$ cat config.mk
export PLATFORM = sky130hd
export DESIGN_NAME = cfg_shadow_bank
export DESIGN_NICKNAME = d
export VERILOG_FILES = /design/src/rtl/cfg_shadow_pkg.sv /design/src/rtl/cfg_shadow_reg.sv /design/src/rtl/cfg_commit_ctl.sv /design/src/rtl/cfg_bus_dec.sv /design/src/rtl/cfg_shadow_bank.sv
export SDC_FILE = /design/constraint.sdc
export NUM_CORES = 1
export LEC_CHECK = 0
export BUFFER_PORTS_ARGS = -buffer_cell sky130_fd_sc_hd__buf_2
export CAP_MARGIN = 20
export CORE_ASPECT_RATIO = 0.7
export CORE_MARGIN = 3
export CORE_UTILIZATION = 45
export CTS_CLUSTER_DIAMETER = 60
export CTS_CLUSTER_SIZE = 24
export DETAILED_ROUTE_END_ITERATION = 8
export HOLD_SLACK_MARGIN = 0.02
export PLACE_DENSITY = 0.66
export SYNTH_ARGS = -nofsm -noshare
export SYNTH_HDL_FRONTEND = slang
export SYNTH_SLANG_ARGS = --single-unit
$ cat constraint.sdc
create_clock -name clk_i -period 2.4 [get_ports clk_i]
set_clock_uncertainty 0.2 [all_clocks]
set_input_delay 0.36 -clock clk_i [delete_from_list [all_inputs] [get_ports clk_i]]
set_output_delay 0.36 -clock clk_i [all_outputs]
set_load 0.1 [all_outputs]
$ cat src/rtl/cfg_shadow_pkg.sv
package cfg_shadow_pkg;
  localparam int unsigned CTRL_ADDR = 0;

  typedef enum logic [1:0] {
    SRC_NONE  = 2'd0,
    SRC_IMM   = 2'd1,
    SRC_FRAME = 2'd2,
    SRC_BOTH  = 2'd3
  } commit_src_e;
endpackage

$ cat src/rtl/cfg_shadow_reg.sv
module cfg_shadow_reg #(
  parameter int unsigned W = 16
) (
  input  logic         clk_i,
  input  logic         rst_ni,
  input  logic         wr_i,
  input  logic [W-1:0] wdata_i,
  input  logic         commit_i,
  output logic [W-1:0] work_o,
  output logic [W-1:0] shad_o
);
  logic [W-1:0] work_q, shad_q;

  always_ff @(posedge clk_i or negedge rst_ni) begin
    if (!rst_ni) begin
      work_q <= '0;
      shad_q <= '0;
    end else begin
      if (wr_i)     work_q <= wdata_i;
      // copy takes the pre-edge working value
      if (commit_i) shad_q <= work_q;
    end
  end

  assign work_o = work_q;
  assign shad_o = shad_q;
endmodule

$ cat src/rtl/cfg_commit_ctl.sv
module cfg_commit_ctl
  import cfg_shadow_pkg::*;
(
  input  logic clk_i,
  input  logic rst_ni,
  input  logic imm_req_i,
  input  logic auto_wr_i,
  input  logic auto_d_i,
  input  logic frame_end_i,
  output logic commit_o,
  output logic auto_o
);
  logic        imm_q, auto_q;
  commit_src_e src;

  always_ff @(posedge clk_i or negedge rst_ni) begin
    if (!rst_ni) begin
      imm_q  <= 1'b0;
      auto_q <= 1'b0;
    end else begin
      imm_q <= imm_req_i;
      if (auto_wr_i) auto_q <= auto_d_i;
    end
  end

  // both sources on one edge merge into a single copy
  assign src      = commit_src_e'({frame_end_i & auto_q, imm_q});
  assign commit_o = (src != SRC_NONE);
  assign auto_o   = auto_q;
endmodule

$ cat src/rtl/cfg_bus_dec.sv
module cfg_bus_dec
  import cfg_shadow_pkg::*;
#(
  parameter int unsigned NUM_FIELDS = 8,
  parameter int unsigned FIELD_W    = 16,
  parameter int unsigned CTRL_W     = 8,
  parameter int unsigned DATA_W     = 32,
  parameter int unsigned ADDR_W     = 4
) (
  input  logic                          wr_en_i,
  input  logic [ADDR_W-1:0]             wr_addr_i,
  input  logic [DATA_W-1:0]             wr_data_i,
  input  logic [ADDR_W-1:0]             rd_addr_i,
  input  logic [CTRL_W-1:0]             ctrl_work_i,
  input  logic [CTRL_W-1:0]             ctrl_shad_i,
  input  logic                          auto_i,
  input  logic [NUM_FIELDS*FIELD_W-1:0] field_work_i,
  input  logic [NUM_FIELDS*FIELD_W-1:0] field_shad_i,
  output logic                          ctrl_wr_o,
  output logic [CTRL_W-1:0]             ctrl_wdata_o,
  output logic                          imm_req_o,
  output logic                          auto_wr_o,
  output logic                          auto_d_o,
  output logic [NUM_FIELDS-1:0]         field_wr_o,
  output logic [FIELD_W-1:0]            field_wdata_o,
  output logic [DATA_W-1:0]             rd_data_o
);
  localparam int unsigned HALF     = DATA_W / 2;
  localparam int unsigned IMM_BIT  = CTRL_W;
  localparam int unsigned AUTO_BIT = CTRL_W + 1;
  localparam int unsigned USED_W   = (FIELD_W > AUTO_BIT + 1) ? FIELD_W : AUTO_BIT + 1;

  logic ctrl_hit;
  logic unused_wr_bits;

  assign ctrl_hit       = wr_en_i && (wr_addr_i == ADDR_W'(CTRL_ADDR));
  assign ctrl_wr_o      = ctrl_hit;
  assign ctrl_wdata_o   = wr_data_i[CTRL_W-1:0];
  assign imm_req_o      = ctrl_hit && wr_data_i[IMM_BIT];
  assign auto_wr_o      = ctrl_hit;
  assign auto_d_o       = wr_data_i[AUTO_BIT];
  assign field_wdata_o  = wr_data_i[FIELD_W-1:0];
  assign unused_wr_bits = ^wr_data_i[DATA_W-1:USED_W];

  for (genvar i = 0; i < NUM_FIELDS; i++) begin : g_wdec
    assign field_wr_o[i] = wr_en_i && (wr_addr_i == ADDR_W'(i + 1));
  end

  always_comb begin
    rd_data_o = '0;
    if (rd_addr_i == ADDR_W'(CTRL_ADDR)) begin
      rd_data_o[CTRL_W-1:0]   = ctrl_work_i;
      rd_data_o[AUTO_BIT]     = auto_i;
      rd_data_o[HALF+:CTRL_W] = ctrl_shad_i;
    end else begin
      for (int i = 0; i < NUM_FIELDS; i++) begin
        if (rd_addr_i == ADDR_W'(i + 1)) begin
          rd_data_o[0+:FIELD_W]    = field_work_i[i*FIELD_W+:FIELD_W];
          rd_data_o[HALF+:FIELD_W] = field_shad_i[i*FIELD_W+:FIELD_W];
        end
      end
    end
  end
endmodule

$ cat src/rtl/cfg_shadow_bank.sv
module cfg_shadow_bank
  import cfg_shadow_pkg::*;
#(
  parameter int unsigned NUM_FIELDS = 8,
  parameter int unsigned FIELD_W    = 16,
  parameter int unsigned CTRL_W     = 8,
  parameter int unsigned DATA_W     = 32,
  parameter int unsigned ADDR_W     = 4
) (
  input  logic                          clk_i,
  input  logic                          rst_ni,
  input  logic                          wr_en_i,
  input  logic [ADDR_W-1:0]             wr_addr_i,
  input  logic [DATA_W-1:0]             wr_data_i,
  input  logic [ADDR_W-1:0]             rd_addr_i,
  output logic [DATA_W-1:0]             rd_data_o,
  input  logic                          frame_end_i,
  output logic [CTRL_W-1:0]             active_ctrl_o,
  output logic [NUM_FIELDS*FIELD_W-1:0] active_field_o
);
  localparam int unsigned BANK_W = NUM_FIELDS * FIELD_W;

  logic                  ctrl_wr, imm_req, auto_wr, auto_d, auto_q, commit;
  logic [CTRL_W-1:0]     ctrl_wdata, ctrl_work, ctrl_shad;
  logic [NUM_FIELDS-1:0] field_wr;
  logic [FIELD_W-1:0]    field_wdata;
  logic [BANK_W-1:0]     field_work, field_shad;

  cfg_bus_dec #(
    .NUM_FIELDS(NUM_FIELDS), .FIELD_W(FIELD_W), .CTRL_W(CTRL_W),
    .DATA_W(DATA_W), .ADDR_W(ADDR_W)
  ) u_dec (
    .wr_en_i       (wr_en_i),
    .wr_addr_i     (wr_addr_i),
    .wr_data_i     (wr_data_i),
    .rd_addr_i     (rd_addr_i),
    .ctrl_work_i   (ctrl_work),
    .ctrl_shad_i   (ctrl_shad),
    .auto_i        (auto_q),
    .field_work_i  (field_work),
    .field_shad_i  (field_shad),
    .ctrl_wr_o     (ctrl_wr),
    .ctrl_wdata_o  (ctrl_wdata),
    .imm_req_o     (imm_req),
    .auto_wr_o     (auto_wr),
    .auto_d_o      (auto_d),
    .field_wr_o    (field_wr),
    .field_wdata_o (field_wdata),
    .rd_data_o     (rd_data_o)
  );

  cfg_commit_ctl u_commit (
    .clk_i       (clk_i),
    .rst_ni      (rst_ni),
    .imm_req_i   (imm_req),
    .auto_wr_i   (auto_wr),
    .auto_d_i    (auto_d),
    .frame_end_i (frame_end_i),
    .commit_o    (commit),
    .auto_o      (auto_q)
  );

  cfg_shadow_reg #(.W(CTRL_W)) u_ctrl (
    .clk_i    (clk_i),
    .rst_ni   (rst_ni),
    .wr_i     (ctrl_wr),
    .wdata_i  (ctrl_wdata),
    .commit_i (commit),
    .work_o   (ctrl_work),
    .shad_o   (ctrl_shad)
  );

  for (genvar i = 0; i < NUM_FIELDS; i++) begin : g_field
    cfg_shadow_reg #(.W(FIELD_W)) u_fld (
      .clk_i    (clk_i),
      .rst_ni   (rst_ni),
      .wr_i     (field_wr[i]),
      .wdata_i  (field_wdata),
      .commit_i (commit),
      .work_o   (field_work[i*FIELD_W+:FIELD_W]),
      .shad_o   (field_shad[i*FIELD_W+:FIELD_W])
    );
  end

  assign active_ctrl_o  = ctrl_shad;
  assign active_field_o = field_shad;
endmodule

Yosys cells after proc, flatten, opt, wreduce, memory -nomap -nowiden
Cells that the tools add are included.
{"block": "totals", "regBits": 274, "latchBits": 0, "ram_bits": 0, "rom_bits": 0, "in_bits": 44, "out_inout_bits": 168, "wordCells": 64, "memories": 0}
{"block": "op_classes", "n_addsub": 0, "n_mul": 0, "div": 0, "order_cmp": 0, "n_eq_ne": 16, "shifts": 0, "mux": 14, "bitwise": 1, "reduce_logical": 13}
{"op": "two-way mux 32 bit", "n": 8}
{"op": "equality test 4 x 3 -> 1 bit, second input constant", "n": 8}
{"op": "two-way mux 8 bit", "n": 3}
{"op": "equality test 4 x 2 -> 1 bit, second input constant", "n": 4}
{"op": "logical AND 1 bit", "n": 10}
{"op": "equality test 4 x 1 -> 1 bit, second input constant", "n": 2}
{"op": "equality test 4 bit, second input constant", "n": 2}
{"op": "logical NOT 4 bit", "n": 2}
{"op": "two-way mux 6 bit", "n": 1}
{"op": "two-way mux 1 bit", "n": 2}
{"op": "nonzero test 2 bit", "n": 1}
{"op": "bitwise AND 1 bit", "n": 1}

Logic depth before layout (Yosys ltp)
{"block": "logic_depth", "word_depth": 10, "depth_mapped": 7, "depth_no_buf": 4}

Cells and area by module
From an unflattened synthesis, not the netlist that was laid out.
{"block": "unflattened", "hier_cells": 1004, "area_unflattened_um2": 13908.3}
{"mod": "cfg_shadow_reg at g_field[0].u_fld ...", "instances": 8, "cells_per_inst": 68, "area_each_um2": 1298.7, "seq_area_each_um2": 800.8}
{"mod": "cfg_bus_dec", "instances": 1, "cells_per_inst": 422, "area_each_um2": 2782.7, "seq_area_each_um2": 0.0}
{"mod": "cfg_shadow_reg at u_ctrl", "instances": 1, "cells_per_inst": 34, "area_each_um2": 663.1, "seq_area_each_um2": 400.4}
{"mod": "cfg_commit_ctl", "instances": 1, "cells_per_inst": 4, "area_each_um2": 72.6, "seq_area_each_um2": 50.0}

Worst setup path before layout
Ideal clock, no wire load.
{"block": "synth_path", "path_kind": "reg-to-output", "start": "register g_field[2].u_fld.shad_q[8]", "end": "output rd_data_o[24]", "arrival_ns": 3.610, "required_ns": 1.840, "setup_slack_ns": -1.770, "stages_incl_launch_ff": 5, "n_path_buf": 0, "cell_sequence": "dfrtp_1 -> mux2i_1 -> o2bb2ai_1 -> nand2_1 -> a221oi_1"}
{"block": "synth_via", "elab_chain_cells": 7}
{"item": "from (decl)", "line": "cfg_shadow_reg.sv:12", "text": "logic [W-1:0] work_q, shad_q;"}
{"item": "from (signal assigned)", "line": "cfg_shadow_reg.sv:21", "text": "if (commit_i) shad_q <= work_q;"}
{"item": "two-way mux 32 bit (6 in series)", "line": "cfg_bus_dec.sv:57", "text": "if (rd_addr_i == ADDR_W'(i + 1)) begin"}
{"item": "two-way mux 8 bit", "line": "cfg_bus_dec.sv:51", "text": "if (rd_addr_i == ADDR_W'(CTRL_ADDR)) begin"}
{"item": "to (decl)", "line": "cfg_shadow_bank.sv:16", "text": "output logic [DATA_W-1:0] rd_data_o,"}
Every way passes these cells.

Worst setup path in the final report
{"block": "layout_path", "start": "register g_field[3].u_fld.shad_q[1]", "end": "output rd_data_o[17]"}
{"block": "layout_via", "elab_chain_cells": 6}
{"item": "from (decl)", "line": "cfg_shadow_reg.sv:12"}
{"item": "from (signal assigned)", "line": "cfg_shadow_reg.sv:21"}
{"item": "two-way mux 32 bit (5 in series)", "line": "cfg_bus_dec.sv:57"}
{"item": "two-way mux 8 bit", "line": "cfg_bus_dec.sv:51"}
Every way passes these cells.

==> results.py <==
metrics = {
    "worst_setup_path": {
        "start_kind": "flop",
        "cp.buffers_inverters": 2,
        "crit_slowest_cell": "dfrtp_2",
        "crit_arrival_ns": 2.03,
        "critical_path_peak_fanout": 2,
        "path_class": "reg2out",
        "path_cells": "nor2b_1, a211o_1, a222oi_1, buf_4, o22ai_4, buf_12",
        "cp-end-kind": "primary output",
        "critPathMaxStageDelay_ns": 0.40,
        "critPathRequiredTime_ns": 1.84,
        "crit_family": "compound AO/OA/AOI/OAI gates",
    },
    "cts": {
        "path_clk_slew_ns": 0.09,
        "htree_levels": 1,
        "clk_latency_ns": 0.51,
        "cts-root-buf": "clkbuf_16",
        "cts_made_buffers": 18,
        "cts_tree": "done",
        "clock_sinks": 274,
        "clock_path_buffers": 3,
    },
    "placed_design": {
        "dp_hpwl_um": 28900,
        "place_congestion": 0.868,
        "portBuffers": 195,
        "placed_area_um2": 16100,
    },
    "synth": {
        "yosysUniqueCellTypes": 50,
        "ys_async_sr_fraction_pct": 100,
        "synth_edf_count": 0,
        "synth_area_leaders": "dfrtp_1 54%, mux2_2 24%, mux2i_1 3.1%",
        "ys_warn_count": 0,
        "yosysTopAreaCell": "dfrtp_1",
        "synthesis.area_um2": 12800,
        "postSynthCellCount": 939,
        "seq_area_frac_synth_pct": 53.7,
        "ys.flop_type": "dfrtp_1",
        "syn_area_per_cell_um2": 13.6,
        "synth-seq-cells": 274,
        "synth.top_cell.area_share_pct": 53.7,
        "synth_nets": 983,
    },
    "layout": {
        "final_cell_area_um2": 17600,
        "final_util_pct": 64.5,
        "diodes": 0,
        "syn_to_final_growth_pct": 38.0,
        "drive_gt1_share_pct": 68.3,
        "nNetsFinal": 1294,
    },
    "detailed_routing": {
        "wl_per_cell_um": 25.6,
        "postRouteAntennaNets": 0,
        "drt_pass1_iterations": 7,
        "drt_iter0_markers": 762,
        "drt-total-wl_um": 41600,
        "vias": 9582,
        "remaining_drc_errors": 0,
        "viasPerCell": 5.90,
    },
    "sta": {
        "setup_viol": 18,
        "worst_slew_pin_slew_ns": 0.632,
        "hold_violations": 0,
        "relSlewSlack_pct": 57.8,
        "rsz0062_at_grt": "true",
        "setup_slack_ns": -0.193,
        "max_freq_mhz": 386,
        "drv_slew": 0,
        "fin_crit_ns": 2.59,
        "period_share_pct": 108,
        "setup-tns-final_ns": -1.76,
    },
    "outcome": {
        "violations": "setup timing",
        "status": "complete, but fails checks",
    },
    "global_routing": {
        "grt_pass1_vias": 9556,
        "overflow": 0,
        "grtUsageTotal_pct": 26.6,
        "grt_pass1_wl_um": 62600,
        "grt_max_degree": 71,
        "antenna_found_initial": 0,
    },
    "floorplan": {
        "die_w_um": 207,
        "dieArea_um2": 30500,
        "io_pins": 212,
        "core_area_um2": 27300,
        "initial_core_util_pct": 46.7,
        "die_h_um": 147,
        "num_rows": 50,
    },
    "run": {
        "drv_cap": 0,
    },
    "min_path": {
        "hold_path.class": "in2reg",
    },
}
==> per-stage QoR <==
step / setup slack [ns] / instances / hold slack [ns]
3_5_place_dp: -0.188 / 1543 / 0.190
6_report: -0.193 / 1625 / 0.0490
2_1_floorplan: -0.201 / 939 / -0.136
4_1_cts: -0.210 / 1614 / 0.0264
3_3_place_gp: -0.179 / 1543 / 0.192
5_1_grt: -0.313 / 1625 / 0.0354
==> worst paths after layout <==
path,start,end,slack (ns),cells after the start
setup reg to reg,u_commit.auto_o$_DFFE_PN0P_,g_field[4].u_fld.shad_o[6]$_DFFE_PN0P_,0.62,3
hold / removal,wr_data_i[15],g_field[3].u_fld.work_o[15]$_DFFE_PN0P_,0.05,2
setup / recovery,g_field[3].u_fld.shad_o[1]$_DFFE_PN0P_,rd_data_o[17],-0.19,6
max in group asynchronous,rst_ni,g_field[4].u_fld.shad_o[10]$_DFFE_PN0P_,1.04,3
hold reg to reg,g_field[2].u_fld.work_o[5]$_DFFE_PN0P_,g_field[2].u_fld.work_o[5]$_DFFE_PN0P_,0.32,1
min in group asynchronous,rst_ni,g_field[2].u_fld.shad_o[14]$_DFFE_PN0P_,0.20,2
==> final cells by class <==
type / count / area (um2)
Clock inverter: 10 / 124
Timing Repair Buffer: 360 / 3100
Tap cell: 364 / 455
Fill cell: 2050 / 9710
Sequential cell: 274 / 6980
Inverter: 5 / 20.0
Clock buffer: 21 / 483
Multi-Input combinational cell: 591 / 6460
==> cells in the mapped netlist (all sizes together), types with 2 or more instances <==
cell and number:
mux2 291, dfrtp 274, buf 56, mux2i 39
o21ai 29, a21oi 27, nand2 26, o22ai 24
o22a 18, a221oi 17, nor2b 16, a222oi 13
clkbuf 13, nor2 13, a211o 11, o221ai 10
o2bb2ai 9, nor3 6, nor3b 6, a2bb2oi 5
nand3b 5, a31oi 4, inv 4, nand2b 4
and3 3, a22o 2, and2 2, or3 2
==> cell families after synthesis <==
group	share of synthesized area, %
simple gates	4.23
compound gates	9.85
buf+inv	3.23
flops	53.7
mux	29.0
==> layout by cell type, fill, tap and decap left out, drive strengths merged, types with 2 or more instances in the layout <==
master | netlist | routed
buf | 56 | 350
mux2 | 291 | 291
dfrtp | 274 | 274
mux2i | 39 | 39
o21ai | 29 | 29
a21oi | 27 | 27
nand2 | 26 | 26
o22ai | 24 | 24
clkbuf | 13 | 23
o22a | 18 | 18
a221oi | 17 | 17
nor2b | 16 | 16
a222oi | 13 | 13
nor2 | 13 | 13
a211o | 11 | 11
o221ai | 10 | 10
inv | 4 | 10
o2bb2ai | 9 | 9
dlygate4sd3 | 0 | 8
nor3 | 6 | 6
nor3b | 6 | 6
a2bb2oi | 5 | 5
nand3b | 5 | 5
a31oi | 4 | 4
nand2b | 4 | 4
and3 | 3 | 3
and2 | 2 | 2
a22o | 2 | 2
clkinvlp | 0 | 2
or3 | 2 | 2
clkinv | 1 | 2
==> registers in the layout, indices dropped and copies added, names as in the netlist <==
register	flops
g_field.u_fld.shad_o	128
g_field.u_fld.work_o	128
u_commit.auto_o	1
u_commit.imm_q	1
u_ctrl.shad_o	8
u_ctrl.work_o	8
==> routing by layer <==
| metal | vias to the layer above | part of all wire, % | global-route usage, % |
|---|---|---|---|
| li1 | 4161 | - | - |
| met1 | 5056 | 49 | 43.2 |
| met2 | 326 | 42 | 37.4 |
| met3 | 39 | 7.1 | 4.95 |
| met4 | 0 | 1.4 | 4.00 |
| met5 | - | 0 | 0 |
==> timing repair <==
item | CTS | global route
setup buffers | 31 | 10
endpoints found under the hold margin | 75 | 0
hold buffers | 8 | 0
endpoints found under the setup margin | 31 | 32
resized for setup | 57 | 40
pin swaps | 26 | 29
gates cloned | 1 | 1
Power is not shown: default switching activity piles up to over one toggle a cycle in this logic, so the estimate is an artifact.
